File: config.mk
export PLATFORM = sky130hd
export DESIGN_NAME = interval_timer
export DESIGN_NICKNAME = d
export VERILOG_FILES = /design/src/rtl/tmr_pkg.sv /design/src/rtl/tmr_regs.sv /design/src/rtl/tmr_prescaler.sv /design/src/rtl/tmr_count_fsm.sv /design/src/rtl/interval_timer.sv
export SDC_FILE = /design/constraint.sdc
export NUM_CORES = 1
export LEC_CHECK = 0
export CAP_MARGIN = 20
export CORE_MARGIN = 3
export CORE_UTILIZATION = 57
export DETAILED_ROUTE_END_ITERATION = 10
export HOLD_SLACK_MARGIN = 0.12
export PLACE_DENSITY = 0.87
export SLEW_MARGIN = 15
export SYNTH_ARGS = -nofsm -noshare
export SYNTH_HDL_FRONTEND = slang
export SYNTH_SLANG_ARGS = --single-unit
export TNS_END_PERCENT = 10
File: constraint.sdc
create_clock -name clk -period 6.8 [get_ports clk]
set_input_delay 1.36 -clock clk [delete_from_list [all_inputs] [get_ports clk]]
set_output_delay 1.36 -clock clk [all_outputs]
set_load 0.02 [all_outputs]
File: src/rtl/tmr_pkg.sv
`timescale 1ns/1ps
package tmr_pkg;

    localparam int SEL_W        = 2;
    localparam int DIV_W        = 4;
    localparam int SHIFT_W      = 3;
    localparam int VEC_W        = 8;
    localparam int MASK_POS     = 16;
    localparam int PERIODIC_POS = 17;

    localparam logic [SEL_W-1:0] SEL_START = 2'd0;
    localparam logic [SEL_W-1:0] SEL_DIV   = 2'd1;
    localparam logic [SEL_W-1:0] SEL_ENTRY = 2'd2;
    localparam logic [SEL_W-1:0] SEL_LIVE  = 2'd3;

    localparam logic [DIV_W-1:0] DIV_KEEP = 4'hB;

    typedef enum logic [1:0] {
        ST_IDLE    = 2'd0,
        ST_RUN     = 2'd1,
        ST_EXPIRED = 2'd2
    } tmr_state_e;

    // Scattered 3-bit code: bit 3 supplies the top code bit.
    function automatic logic [SHIFT_W-1:0] div_to_shift(input logic [DIV_W-1:0] div);
        logic [SHIFT_W-1:0] code;
        code = {div[3], div[1:0]};
        return code + 3'd1;
    endfunction

endpackage

File: src/rtl/tmr_regs.sv
`timescale 1ns/1ps
module tmr_regs
    import tmr_pkg::*;
#(
    parameter int CNT_W = 32
) (
    input  logic                clk,
    input  logic                rst_n,
    input  logic                wr_en,
    input  logic [SEL_W-1:0]    wr_sel,
    input  logic [CNT_W-1:0]    wr_data,
    input  logic [SEL_W-1:0]    rd_sel,
    input  logic [CNT_W-1:0]    live_count,
    output logic [CNT_W-1:0]    start_q,
    output logic [DIV_W-1:0]    div_q,
    output logic [CNT_W-1:0]    entry_q,
    output logic                load,
    output logic [SHIFT_W-1:0]  shift,
    output logic [CNT_W-1:0]    rd_data
);

    localparam logic [CNT_W-1:0] ENTRY_KEEP = CNT_W'((64'd1 << PERIODIC_POS)
                                                   | (64'd1 << MASK_POS)
                                                   | ((64'd1 << VEC_W) - 64'd1));

    assign load  = wr_en && (wr_sel == SEL_START);
    assign shift = div_to_shift(div_q);

    always_ff @(posedge clk or negedge rst_n) begin
        if (!rst_n) begin
            start_q <= '0;
            div_q   <= '0;
            entry_q <= '0;
        end else if (wr_en) begin
            unique case (wr_sel)
                SEL_START: start_q <= wr_data;
                SEL_DIV:   div_q   <= wr_data[DIV_W-1:0] & DIV_KEEP;
                SEL_ENTRY: entry_q <= wr_data & ENTRY_KEEP;
                default:   start_q <= start_q;
            endcase
        end
    end

    always_comb begin
        unique case (rd_sel)
            SEL_START: rd_data = start_q;
            SEL_DIV:   rd_data = {{(CNT_W-DIV_W){1'b0}}, div_q};
            SEL_ENTRY: rd_data = entry_q;
            default:   rd_data = live_count;
        endcase
    end

endmodule

File: src/rtl/tmr_prescaler.sv
`timescale 1ns/1ps
module tmr_prescaler
    import tmr_pkg::*;
#(
    parameter int PRE_W = 8
) (
    input  logic               clk,
    input  logic               rst_n,
    input  logic               tick,
    input  logic               restart,
    input  logic [SHIFT_W-1:0] shift,
    output logic               step
);

    logic [PRE_W-1:0] phase_q;
    logic [PRE_W-1:0] limit;

    // Last phase value before a step; ">=" absorbs a shrinking shift.
    assign limit = (PRE_W'(1) << shift) - PRE_W'(1);
    assign step  = tick && (phase_q >= limit);

    always_ff @(posedge clk or negedge rst_n) begin
        if (!rst_n) begin
            phase_q <= '0;
        end else if (restart || step) begin
            phase_q <= '0;
        end else if (tick) begin
            phase_q <= phase_q + PRE_W'(1);
        end
    end

endmodule

File: src/rtl/tmr_count_fsm.sv
`timescale 1ns/1ps
module tmr_count_fsm
    import tmr_pkg::*;
#(
    parameter int CNT_W = 32
) (
    input  logic              clk,
    input  logic              rst_n,
    input  logic              load,
    input  logic [CNT_W-1:0]  load_val,
    input  logic [CNT_W-1:0]  start_q,
    input  logic              step,
    input  logic              periodic,
    input  logic              masked,
    input  logic [VEC_W-1:0]  vec_in,
    output logic [CNT_W-1:0]  count_q,
    output logic              irq_q,
    output logic [VEC_W-1:0]  vec_q
);

    tmr_state_e       st_q, st_n;
    logic [CNT_W-1:0] count_n;
    logic             fire;

    always_comb begin
        st_n    = st_q;
        count_n = count_q;
        fire    = 1'b0;
        if (load) begin
            count_n = load_val;
            st_n    = (load_val == '0) ? ST_IDLE : ST_RUN;
        end else if (step) begin
            unique case (st_q)
                ST_IDLE: begin
                    st_n = ST_IDLE;
                end
                ST_RUN: begin
                    if (count_q == CNT_W'(1)) begin
                        count_n = '0;
                        fire    = 1'b1;
                        st_n    = ST_EXPIRED;
                    end else begin
                        count_n = count_q - CNT_W'(1);
                    end
                end
                ST_EXPIRED: begin
                    if (periodic) begin
                        count_n = start_q;
                        st_n    = ST_RUN;
                    end
                end
                default: begin
                    st_n = ST_IDLE;
                end
            endcase
        end
    end

    always_ff @(posedge clk or negedge rst_n) begin
        if (!rst_n) st_q <= ST_IDLE;
        else        st_q <= st_n;
    end

    always_ff @(posedge clk or negedge rst_n) begin
        if (!rst_n) begin
            count_q <= '0;
            irq_q   <= 1'b0;
            vec_q   <= '0;
        end else begin
            count_q <= count_n;
            irq_q   <= fire && !masked;
            if (fire && !masked) vec_q <= vec_in;
        end
    end

endmodule

File: src/rtl/interval_timer.sv
`timescale 1ns/1ps
module interval_timer
    import tmr_pkg::*;
#(
    parameter int CNT_W = 32
) (
    input  logic              clk,
    input  logic              rst_n,
    input  logic              tick_en,
    input  logic              wr_en,
    input  logic [1:0]        wr_sel,
    input  logic [CNT_W-1:0]  wr_data,
    input  logic [1:0]        rd_sel,
    output logic [CNT_W-1:0]  rd_data,
    output logic [CNT_W-1:0]  cur_count,
    output logic              irq_strobe,
    output logic [7:0]        irq_vector
);

    localparam int PRE_W = 1 << SHIFT_W;

    logic [CNT_W-1:0]   start_q;
    logic [DIV_W-1:0]   div_q;
    logic [CNT_W-1:0]   entry_q;
    logic               load;
    logic               step;
    logic [SHIFT_W-1:0] shift;

    tmr_regs #(.CNT_W(CNT_W)) u_regs (
        .clk        (clk),
        .rst_n      (rst_n),
        .wr_en      (wr_en),
        .wr_sel     (wr_sel),
        .wr_data    (wr_data),
        .rd_sel     (rd_sel),
        .live_count (cur_count),
        .start_q    (start_q),
        .div_q      (div_q),
        .entry_q    (entry_q),
        .load       (load),
        .shift      (shift),
        .rd_data    (rd_data)
    );

    tmr_prescaler #(.PRE_W(PRE_W)) u_pre (
        .clk     (clk),
        .rst_n   (rst_n),
        .tick    (tick_en),
        .restart (load),
        .shift   (shift),
        .step    (step)
    );

    tmr_count_fsm #(.CNT_W(CNT_W)) u_fsm (
        .clk      (clk),
        .rst_n    (rst_n),
        .load     (load),
        .load_val (wr_data),
        .start_q  (start_q),
        .step     (step),
        .periodic (entry_q[PERIODIC_POS]),
        .masked   (entry_q[MASK_POS]),
        .vec_in   (entry_q[VEC_W-1:0]),
        .count_q  (cur_count),
        .irq_q    (irq_strobe),
        .vec_q    (irq_vector)
    );

endmodule

# --- Yosys cells after proc, flatten, opt, wreduce, memory -nomap -nowiden ---
# Cells that the tools add are included.
totals:
  elab_cells: 57
  regBits: 96
  in_bits: 40
  output_inout_bits: 73
op_classes:
  n_mux: 18
  n_eq_ne: 9
  n_shift: 1
  reduce_logical: 16
  order_cmp: 1
  n_addsub: 4
op_table:
  columns: ["operator", "n"]
  rows:
  - ["$mux 32", 4]
  - ["$pmux 32 s3", 1]
  - ["$pmux 32 s2", 1]
  - ["$eq 32x1->1 const B", 1]
  - ["$logic_not 32->1", 1]
  - ["$sub 32x1->32 const B", 1]
  - ["$mux 8", 2]
  - ["$add 8x1->8 const B", 1]
  - ["$ge 8x8->1", 1]
  - ["$mux 2", 4]
  - ["$shl 1x3->8 const A", 1]
  - ["$sub 8x2->8 const B", 1]
  - ["$eq 2x1->1 const B", 3]
  - ["$eq 2x2->1 const B", 3]
  - ["$reduce_and 2->1", 3]
  - ["$reduce_and 3->1", 2]
  - ["$mux 1", 5]
  - ["$logic_not 2->1", 2]
  - ["$pmux 2 s2", 1]
  - ["$reduce_bool 2->1", 2]
  - ["$add 3x1->3 const B", 1]
  - ["$logic_and 1x1->1", 3]
  - ["$ne 3x2->1 const B", 1]
  - ["$ne 3x3->1 const B", 1]
  - ["3 further kinds", 3]

# --- Logic depth before layout (Yosys ltp) ---
# Gate-level depths: netlist of run 1.
logic_depth:
  ltp_word: 8
  ltp_mapped: 17

# --- Cells and area by module ---
# From an unflattened synthesis of run 1, not the netlist that was laid out.
unflattened:
  hier_cells: 594
  hier_area_um2: 6094.6
modules_own_cells:
  columns: ["module", "n_inst", "cells_per_inst", "area_each_um2"]
  rows:
  - ["tmr_count_fsm", 1, 355, 3095.5]
  - ["tmr_regs", 1, 172, 2339.7]
  - ["tmr_prescaler", 1, 67, 659.4]

# --- Worst setup path before layout of run 1 ---
# Ideal clock, no wire load.
synth_path:
  kind: "input -> output"
  startpoint: "input rd_sel[0]"
  endpoint: "output rd_data[0]"
  slack_ns: 3.096
  path_stages: 2
  n_path_buf: 1
  required_ns: 5.440
  arrival_time_ns: 2.344
  path_cell_list: "clkbuf_1 > mux4_2"
synth_via:
  elab_chain_len: 2
synth_rtl:
  columns: ["element", "line_no", "rtl"]
  rows:
  - ["from (decl)", "interval_timer.sv:13", "input logic [1:0] rd_sel,"]
  - ["$eq 2x2->1 (tied with other cells)", "tmr_regs.sv:45", "unique case (rd_sel)"]
  - ["$pmux 32 s3 (*)", "tmr_regs.sv:45", null]
  - ["to (decl)", "interval_timer.sv:14", "output logic [CNT_W-1:0] rd_data,"]
# Mark *: on every way between the ends. The rest lies on a longest branch, timed or not.

# --- Worst setup path in the final report of run 1 ---
layout_path:
  startpoint: "input rd_sel[0]"
  endpoint: "output rd_data[15]"
# The elaborated chain is that of the path after synthesis.

==> results of run 1 <==
cell usage in the layout, fill, tap and decap left out, types with 7 or more instances in the layout:
master and n:
mux2_2 28, o2bb2ai_1 10, nor4_1 12, dfrtp_1 96, nand2_1 140, o21ai_0 42
nor2_1 27, a21oi_1 12, nand2b_1 7, inv_1 17, clkbuf_8 11, nand3_1 16
clkdlybuf4s50_1 111, ha_1 17, buf_4 7, nor3_1 17, a22o_1 43
worst max-delay path, stage by stage:
cell             delay (ns)
clkdlybuf4s50_1        0.94
and2_0                 0.23
buf_4                  0.29
a22o_2                 0.19
clkdlybuf4s50_1        0.63
cells by family (layout without fill, tap and decap cells):
logic type,Yosys count,after routing
compound gates,167,167
xor+xnor,5,5
fa+ha+maj,17,17
buf+inv,58,151
flops,96,96
mux,34,34
simple gates,263,263
metrics by stage:
step                setup WS (ns)  power (uW)  utilization (%)  hold slack [ns]
floorplan                   3.096        1571                -           0.4582
global placement            1.879        1996            70.81           0.4813
detailed placement          1.817        2037            70.81           0.4912
CTS                         1.818        2436            72.92           0.5117
global route                1.737        2581            72.95           0.5253
finish                      1.784        2450            72.95           0.5122
routing by layer:
metal  share of wire [%]  up-vias  routed length (um)  GRT usage (%)
li1                    -     2504                   -              -
met1                  39     2734                6897          41.37
met2                  49      361                8631          52.29
met3                 8.7       65                1522          5.900
met4                 2.9        0                 506          13.88
met5                   0        -                   0              0
layout make-up:
type	count	area share [%]
inverters	17	0.8908
clock inverters	4	0.7336
flip-flops and latches	96	33.54
repair buffers	118	16.24
well taps	133	2.323
clock buffers	12	2.166
multi-input cells	486	44.10
sequential cells by signal, summed over array words and instances (netlist names):
signal / count
u_pre.phase_q: 8
u_fsm.count_q: 32
u_fsm.irq_q: 1
u_regs.div_q: 3
u_regs.entry_q: 10
u_regs.start_q: 32
u_fsm.st_q: 2
u_fsm.vec_q: 8
worst min-delay path by stage:
stage | depth (start not counted) | end | from
4_1_cts | 2 | u_regs.start_q[10] | u_regs.start_q[10]
5_1_grt | 2 | u_regs.start_q[10] | u_regs.start_q[10]
3_3_place_gp | 2 | u_regs.start_q[1] | u_regs.start_q[1]
3_5_place_dp | 2 | u_regs.start_q[10] | u_regs.start_q[10]
2_1_floorplan | 2 | u_regs.start_q[1] | u_regs.start_q[1]
6_report | 2 | u_regs.start_q[10] | u_regs.start_q[10]
power breakdown:
group	total [uW]	switching, uW	internal [uW]
clock	395	204	191
sequential	950	235	714
combinational	1110	612	493
total	2450	1050	1400
==> results.json, run 1 <==
{
  "synth_xor_area_share_pct": 0.7548,
  "critPathKind": "in2out",
  "worst_ep_arrival_time_ns": 3.66,
  "ir_worst_vdd_v": 0.0002235,
  "die_x_um": 106.9,
  "antenna_found_initial": 0,
  "stdcell_area_um2": 7163,
  "design.core.area_um2": 9819,
  "synthArstFlopShare_pct": 100.0,
  "firstDrtPassIters": 6,
  "fin_crit_ns": 5.016,
  "fin_nets": 785,
  "cts_root_buf": "clkbuf_8",
  "final-seq-area_um2": 2402,
  "cp_max_fo": 22,
  "drv_slew": 0,
  "routabilityCongestion": 0.8838,
  "ys_types": 67,
  "synthTopCellsByCount": "nand2_1, dfrtp_1, a22o_1, o21ai_0, clkbuf_1",
  "die_h_um": 106.9,
  "antenna_cells": 0,
  "worst_slew_pin_slew_ns": 1.122,
  "yosys.area.top_type": "dfrtp_1",
  "cts_sinks": 96,
  "synth_fp_nets": 697,
  "fillerInstances": 785,
  "clock_path_buffers": 2,
  "dpl_cell_area_um2": 6953,
  "hp-class": "reg2reg",
  "synth-compound-area-share_pct": 20.81,
  "grtUsageTotal_pct": 31.86,
  "crit_end": "rd_data[15]",
  "yosysTopAreaCellShare_pct": 41.41,
  "die_area_um2": 11430,
  "cp-start-kind": "input port",
  "yosys_warnings": 0,
  "synth_most_common_cell": "nand2_1",
  "ff2ff_path_depth": 12,
  "cts_inserted_buffers": 9,
  "ioPinCount": 113,
  "p_leak_uw": 0.003078,
  "cts_setup_buffers": 0,
  "r2r-start": "u_regs.div_q[0]",
  "syn_to_final_growth_pct": 23.46,
  "period_share_pct": 73.77,
  "yosys_most_used_dff": "dfrtp_1",
  "grt_pass1_vias": 5704,
  "clk_pin_slew_ns": 0.09,
  "hold_viol": 0,
  "synth.area.top_cells": "dfrtp_1, nand2_1, a22o_1",
  "synth_top_family_by_area": "simple AND/OR/NAND/NOR gates",
  "synth_edf_count": 0,
  "multi_input_area_um2": 3159,
  "cts_resized": 0,
  "htreeDepth": 3,
  "drc": 0,
  "yosys.area_share.simple_pct": 21.87,
  "rsz0062_at_grt": "false",
  "tns_ns": 0,
  "core.rowCount": 36,
  "grt-ovfl-total": 0,
  "skew_ns": 0.01159,
  "dp.cells": 850,
  "ys_seq_elements": 96,
  "port_buffers": 112,
  "hold_buffers": 0,
  "grt_pass1_wl_mm": 28.97,
  "drive_gt1_share_pct": 9.823,
  "syn_inst": 640,
  "end_kind": "primary output",
  "maxSlewHeadroom_pct": 25.22,
  "powerDensity_nw_per_um2": 342.0,
  "finalSetupViolCount": 0,
  "drt-initial-drc-count": 429,
  "viasPerCell": 6.540,
  "r2r_end": "u_fsm.count_q[9]",
  "vias": 5664,
  "fmax_mhz": 199.3,
  "cts_tree": "yes",
  "startpoint": "rd_sel[0]",
  "layout.cells.non_filler": 866,
  "syn_avg_cell_area_um2": 9.065,
  "required_ns": 5.44,
  "synthesis.area_um2": 5802,
  "synth_fa_ha_area_share_pct": 3.666,
  "ff2ff_setup_slack_ns": 2.23,
  "initial_core_util_pct": 59.09,
  "outcome": "finished, final reports clean",
  "routedWlPerCell_um": 20.27,
  "ant_nets": 0,
  "grt_max_degree": 52,
  "clk_latency_ns": 0.37,
  "hpwlAfterDp_mm": 12.11,
  "ys_seq_area_share_pct": 41.41,
  "wirelength_mm": 17.56,
  "cap_violations": 0,
  "synth.area.mux_share_pct": 7.117
}
(Power assumes the default switching activity.)
==> run 2, diff against run 1 <==
CORE_UTILIZATION = 48   (was 57)
PLACE_DENSITY = 0.78   (was 0.87)
clock period = 4.21 ns   (was 6.8 ns; I/O delays follow)
==> results.json, run 2 (same netlist as run 1, synthesis figures left out) <==
{
  "die_x_um": 115.9,
  "required_ns": 4.45,
  "startpoint": "u_regs.div_q[0]",
  "hp-class": "reg2reg",
  "maxSlewHeadroom_pct": 28.67,
  "ant_nets": 0,
  "clk_latency_ns": 0.35,
  "fin_nets": 796,
  "cts_tree": "yes",
  "hold_ws_ns": 0.5067,
  "clk_pin_slew_ns": 0.07,
  "drt-initial-drc-count": 484,
  "hpwlAfterDp_mm": 12.93,
  "cts_root_buf": "clkbuf_16",
  "period_share_pct": 93.82,
  "ioPinCount": 113,
  "powerDensity_nw_per_um2": 568.8,
  "combinationalPowerShare_pct": 43.5,
  "drive_gt1_share_pct": 11.29,
  "final_core_util_pct": 63.37,
  "port_buffers": 112,
  "design.core.area_um2": 11610,
  "whs_endpoint": "u_fsm.vec_q[0]",
  "clock_path_buffers": 2,
  "r2r_end": "u_fsm.count_q[28]",
  "seqPwrFrac_pct": 36.6,
  "rsz0062_at_grt": "false",
  "viasPerCell": 6.353,
  "fmax_mhz": 253.2,
  "grtUsageTotal_pct": 27.82,
  "ff2ff_path_depth": 14,
  "grt_pass1_vias": 5671,
  "end_kind": "register",
  "cts_setup_buffers": 0,
  "finalSetupViolCount": 0,
  "grt_pass1_wl_mm": 29.40,
  "antenna_found_initial": 0,
  "ir_worst_vdd_v": 0.0003710,
  "firstDrtPassIters": 5,
  "clockPowerShare_pct": 19.8,
  "layout_setup_ws_ns": 0.2602,
  "worst_slew_pin_slew_ns": 1.070,
  "cts_sinks": 96,
  "routabilityCongestion": 0.9504,
  "hold_viol": 0,
  "r2r-start": "u_regs.div_q[0]",
  "internal-power_uw": 2435,
  "antenna_cells": 0,
  "layout_commonest_cell": "nand2_1",
  "skew_ns": 0.008247,
  "drc": 0,
  "die_h_um": 115.9,
  "holdPathStages": 1,
  "grt-ovfl-total": 0,
  "initial_core_util_pct": 49.96,
  "most-common-layout-cells": "nand2_1, clkdlybuf4s50_1, dfrtp_1, a22o_1, o21ai_0",
  "switching_share_pct": 41.84,
  "vias": 5635,
  "tns_ns": 0,
  "grt_max_degree": 65,
  "cp_max_fo": 21,
  "cap_violations": 0,
  "htreeDepth": 3,
  "wirelength_mm": 18.20,
  "critPathKind": "reg2reg",
  "reg.largest.list": "u_fsm.count_q x32, u_regs.start_q x32, u_regs.entry_q x10",
  "p_leak_uw": 0.003175,
  "netSwitchingPower_uw": 1751,
  "core.rowCount": 39,
  "hold_path.startpoint": "u_fsm.vec_q[0]",
  "die_area_um2": 13440,
  "cts_inserted_buffers": 9,
  "dp_slack_ns": 0.1287,
  "routedWlPerCell_um": 20.52,
  "outcome": "finished, final reports clean",
  "drv_slew": 0,
  "hold_buffers": 0,
  "ff2ff_setup_slack_ns": 0.26,
  "worst_ep_arrival_time_ns": 4.19,
  "syn_to_final_growth_pct": 26.85,
  "fin_crit_ns": 3.950,
  "cp-start-kind": "register"
}
## run 2: changes by cell type in the layout (fill, tap and decap cells not counted), sizes merged
cell / delta
inv: +1
clkbuf: -3
buf: +11
clkinv: +2
## run 2: final cells by class
| cell class | count | area, um^2 |
|---|---|---|
| clock buffer | 9 | 225.2 |
| sequential | 96 | 2402 |
| timing repair buffer | 129 | 1250 |
| fill | 960 | 4254 |
| clock inverter | 7 | 71.32 |
| tap | 143 | 178.9 |
| multi-input combinational | 486 | 3168 |
| inverter | 17 | 63.81 |
## run 2: metrics by stage
step | cells | area (um^2) | power, uW
after floorplan | 640 | 5802 | 2537
after global placement | 871 | 7048 | 3249
after detailed placement | 871 | 7048 | 3324
after CTS | 887 | 7345 | 4162
after global routing | 887 | 7360 | 4420
final | 887 | 7360 | 4186
## run 2: worst max path at each step
stage	endpoint	slack, ns	cells past startpoint
after floorplan	u_fsm.count_q[12]	0.63	15
after global placement	rd_data[16]	0.38	6
after detailed placement	u_fsm.count_q[28]	0.13	14
after CTS	u_fsm.count_q[28]	0.1	14
after global routing	u_fsm.count_q[21]	0.01	14
final	u_fsm.count_q[28]	0.26	14
## run 2: timing repair
| action | in CTS | in global routing |
|---|---|---|
| setup endpoints to repair | 0 | 28 |
| hold endpoints to repair | 0 | 0 |
| gates resized for setup | 0 | 4 |
## run 2: critical path, cell delays in order (launching register included)
cell and delay, ns:
dfrtp_1 0.52, and2_1 0.26, ha_2 0.45, nand2b_1 0.13
nand2b_1 0.19, ha_1 0.25, xor2_1 0.18, ha_1 0.27
o21ai_0 0.08, a211o_1 0.31, o21a_1 0.29, o21ai_4 0.29
buf_6 0.23, o21ai_0 0.12, a22o_1 0.26
## run 2: metal layers
layer	wire length, um	GRT usage [%]	part of all wire (%)
met2	9002	47.07	49
met1	7365	36.18	40
met5	0	0	0
met4	546	9.358	3.0
met3	1290	4.961	7.1
## run 2: power groups by stage
stage,Clock [uW],Combinational (uW),Sequential [uW]
final,831,1820,1530
after global routing,874,1970,1570
after CTS,837,1810,1520
after detailed placement,0,1800,1530
after global placement,0,1730,1520
after floorplan,0,975,1560
==> run 3, diff against run 2 <==
PLACE_DENSITY = unset   (was 0.78)
PLACE_DENSITY_LB_ADDON = 0.2   (was unset)
==> results.json, run 3 (same netlist as run 1, synthesis figures left out) <==
{
  "rsz0062_at_grt": "false",
  "clockPowerShare_pct": 20.3,
  "cts_root_buf": "clkbuf_16",
  "cts_tree": "yes",
  "cpPeakStageDelay_ns": 0.51,
  "cp_max_fo": 22,
  "cts_sinks": 96,
  "grt_pass1_wl_mm": 29.04,
  "port_buffers": 112,
  "clk_pin_slew_ns": 0.08,
  "worst_ep_arrival_time_ns": 4.19,
  "switching_share_pct": 42.07,
  "cts_resized": 0,
  "fin_nets": 802,
  "cp.buffers_inverters": 1,
  "seqPwrFrac_pct": 36.0,
  "finalSetupViolCount": 0,
  "syn_to_final_growth_pct": 27.67,
  "routedWlPerCell_um": 20.17,
  "required_ns": 4.45,
  "antenna_cells": 0,
  "antenna_found_initial": 0,
  "htreeDepth": 3,
  "grt_max_degree": 52,
  "powerDensity_nw_per_um2": 576.5,
  "grt-ovfl-total": 0,
  "initial_core_util_pct": 49.96,
  "drc": 0,
  "design.core.area_um2": 11610,
  "layout_commonest_cell": "nand2_1",
  "cap_violations": 0,
  "cp_common_cell": "ha_1",
  "critPathTopFamily": "compound AO/OA/AOI/OAI gates",
  "hp-class": "reg2reg",
  "ir_worst_vdd_v": 0.0003121,
  "combinationalPowerShare_pct": 43.7,
  "clk_latency_ns": 0.35,
  "tns_ns": 0,
  "reg.largest.list": "u_fsm.count_q x32, u_regs.start_q x32, u_regs.entry_q x10",
  "vias": 5502,
  "worst_slew_pin_slew_ns": 0.9427,
  "die_x_um": 115.9,
  "skew_ns": 0.01088,
  "viasPerCell": 6.161,
  "drt-initial-drc-count": 485,
  "cp-start-kind": "register",
  "wirelength_mm": 18.01,
  "period_share_pct": 93.83,
  "ant_nets": 0,
  "firstDrtPassIters": 5,
  "hpwlAfterDp_mm": 13.00,
  "p_leak_uw": 0.003208,
  "dpl_cell_area_um2": 7093,
  "grt_pass1_vias": 5510,
  "netSwitchingPower_uw": 1797,
  "routabilityCongestion": 0.9382,
  "outcome": "finished, final reports clean",
  "most-common-layout-cells": "nand2_1, clkdlybuf4s50_1, dfrtp_1, a22o_1, o21ai_0",
  "cts_inserted_buffers": 9,
  "core.rowCount": 39,
  "maxSlewHeadroom_pct": 37.00,
  "crit_chain": "and2_1, ha_1, nand2b_1, nand2b_1, ha_1, xor2_1, ha_1, o21ai_0, a211o_1, o21a_1, o21ai_4, buf_4, o21ai_0, a22o_1",
  "hold_buffers": 0,
  "stdcell_area_um2": 7407,
  "hold_viol": 0,
  "fmax_mhz": 253.2,
  "cts_setup_buffers": 0,
  "ioPinCount": 113,
  "cp_slowest_cell": "dfrtp_1",
  "drive_gt1_share_pct": 11.87,
  "clock_path_buffers": 2,
  "grtUsageTotal_pct": 27.52,
  "die_h_um": 115.9,
  "internal-power_uw": 2474,
  "critPathKind": "reg2reg",
  "end_kind": "register",
  "fin_crit_ns": 3.950,
  "drv_slew": 0,
  "die_area_um2": 13440
}
==> run 3: cell count changes in the layout (fill, tap and decap cells not counted), moves of 2 or more <==
cell,before,now
inv_6,1,4
clkinv_4,2,0
buf_4,17,24
clkinv_2,3,1
==> run 3: layer usage <==
metal / GRT usage (%) / up-vias / part of all wire, %
met1: 37.00 / 2727 / 43
met3: 5.744 / 28 / 6.2
met5: 0 / - / 0
li1: - / 2543 / -
met2: 45.07 / 204 / 49
met4: 8.198 / 0 / 2.0
==> run 3: layout make-up <==
cell class,count,area [um^2]
clock buffers,9,225.2
clock inverters,7,81.33
fillers,1004,4207
inverters,17,63.81
multi-input cells,486,3164
flip-flops and latches,96,2402
well taps,143,178.9
repair buffers,135,1291
==> run 3: worst paths after layout <==
| check | start | to | slack, ns | depth (start not counted) |
|---|---|---|---|---|
| min in group asynchronous | rst_n | u_pre.phase_q[3] | 0.53 | 1 |
| min | u_regs.start_q[8] | u_regs.start_q[8] | 0.51 | 2 |
| max in group asynchronous | rst_n | u_fsm.count_q[10] | 2.86 | 2 |
| max | u_regs.div_q[1] | u_fsm.count_q[24] | 0.26 | 14 |
| max reg2reg | u_regs.div_q[1] | u_fsm.count_q[24] | 0.26 | 14 |
| min reg2reg | u_regs.start_q[8] | u_regs.start_q[8] | 0.51 | 2 |
==> run 3: per-stage QoR <==
stage	total power (uW)	cells	setup slack, ns	util [%]	hold slack [ns]
final	4270	893	0.2598	63.78	0.5097
after CTS	4262	893	0.1704	63.71	0.5099
after floorplan	2537	640	0.6277	-	0.4582
after global placement	3325	877	0.3523	61.08	0.4835
after global routing	4516	893	0.009698	63.78	0.5246
after detailed placement	3382	877	0.1850	61.08	0.4896
==> run 3: worst min-delay path, stage by stage, from the launching register on <==
cell,delay (ns)
dfrtp_1,0.37
nand2_1,0.05
nand2_1,0.06
==> run 3: power by group through the flow <==
stage | Combinational, uW | Clock [uW] | Sequential, uW
after floorplan | 975 | 0 | 1560
after global placement | 1800 | 0 | 1520
after detailed placement | 1850 | 0 | 1540
after CTS | 1860 | 878 | 1520
after global routing | 2020 | 923 | 1580
final | 1860 | 867 | 1540
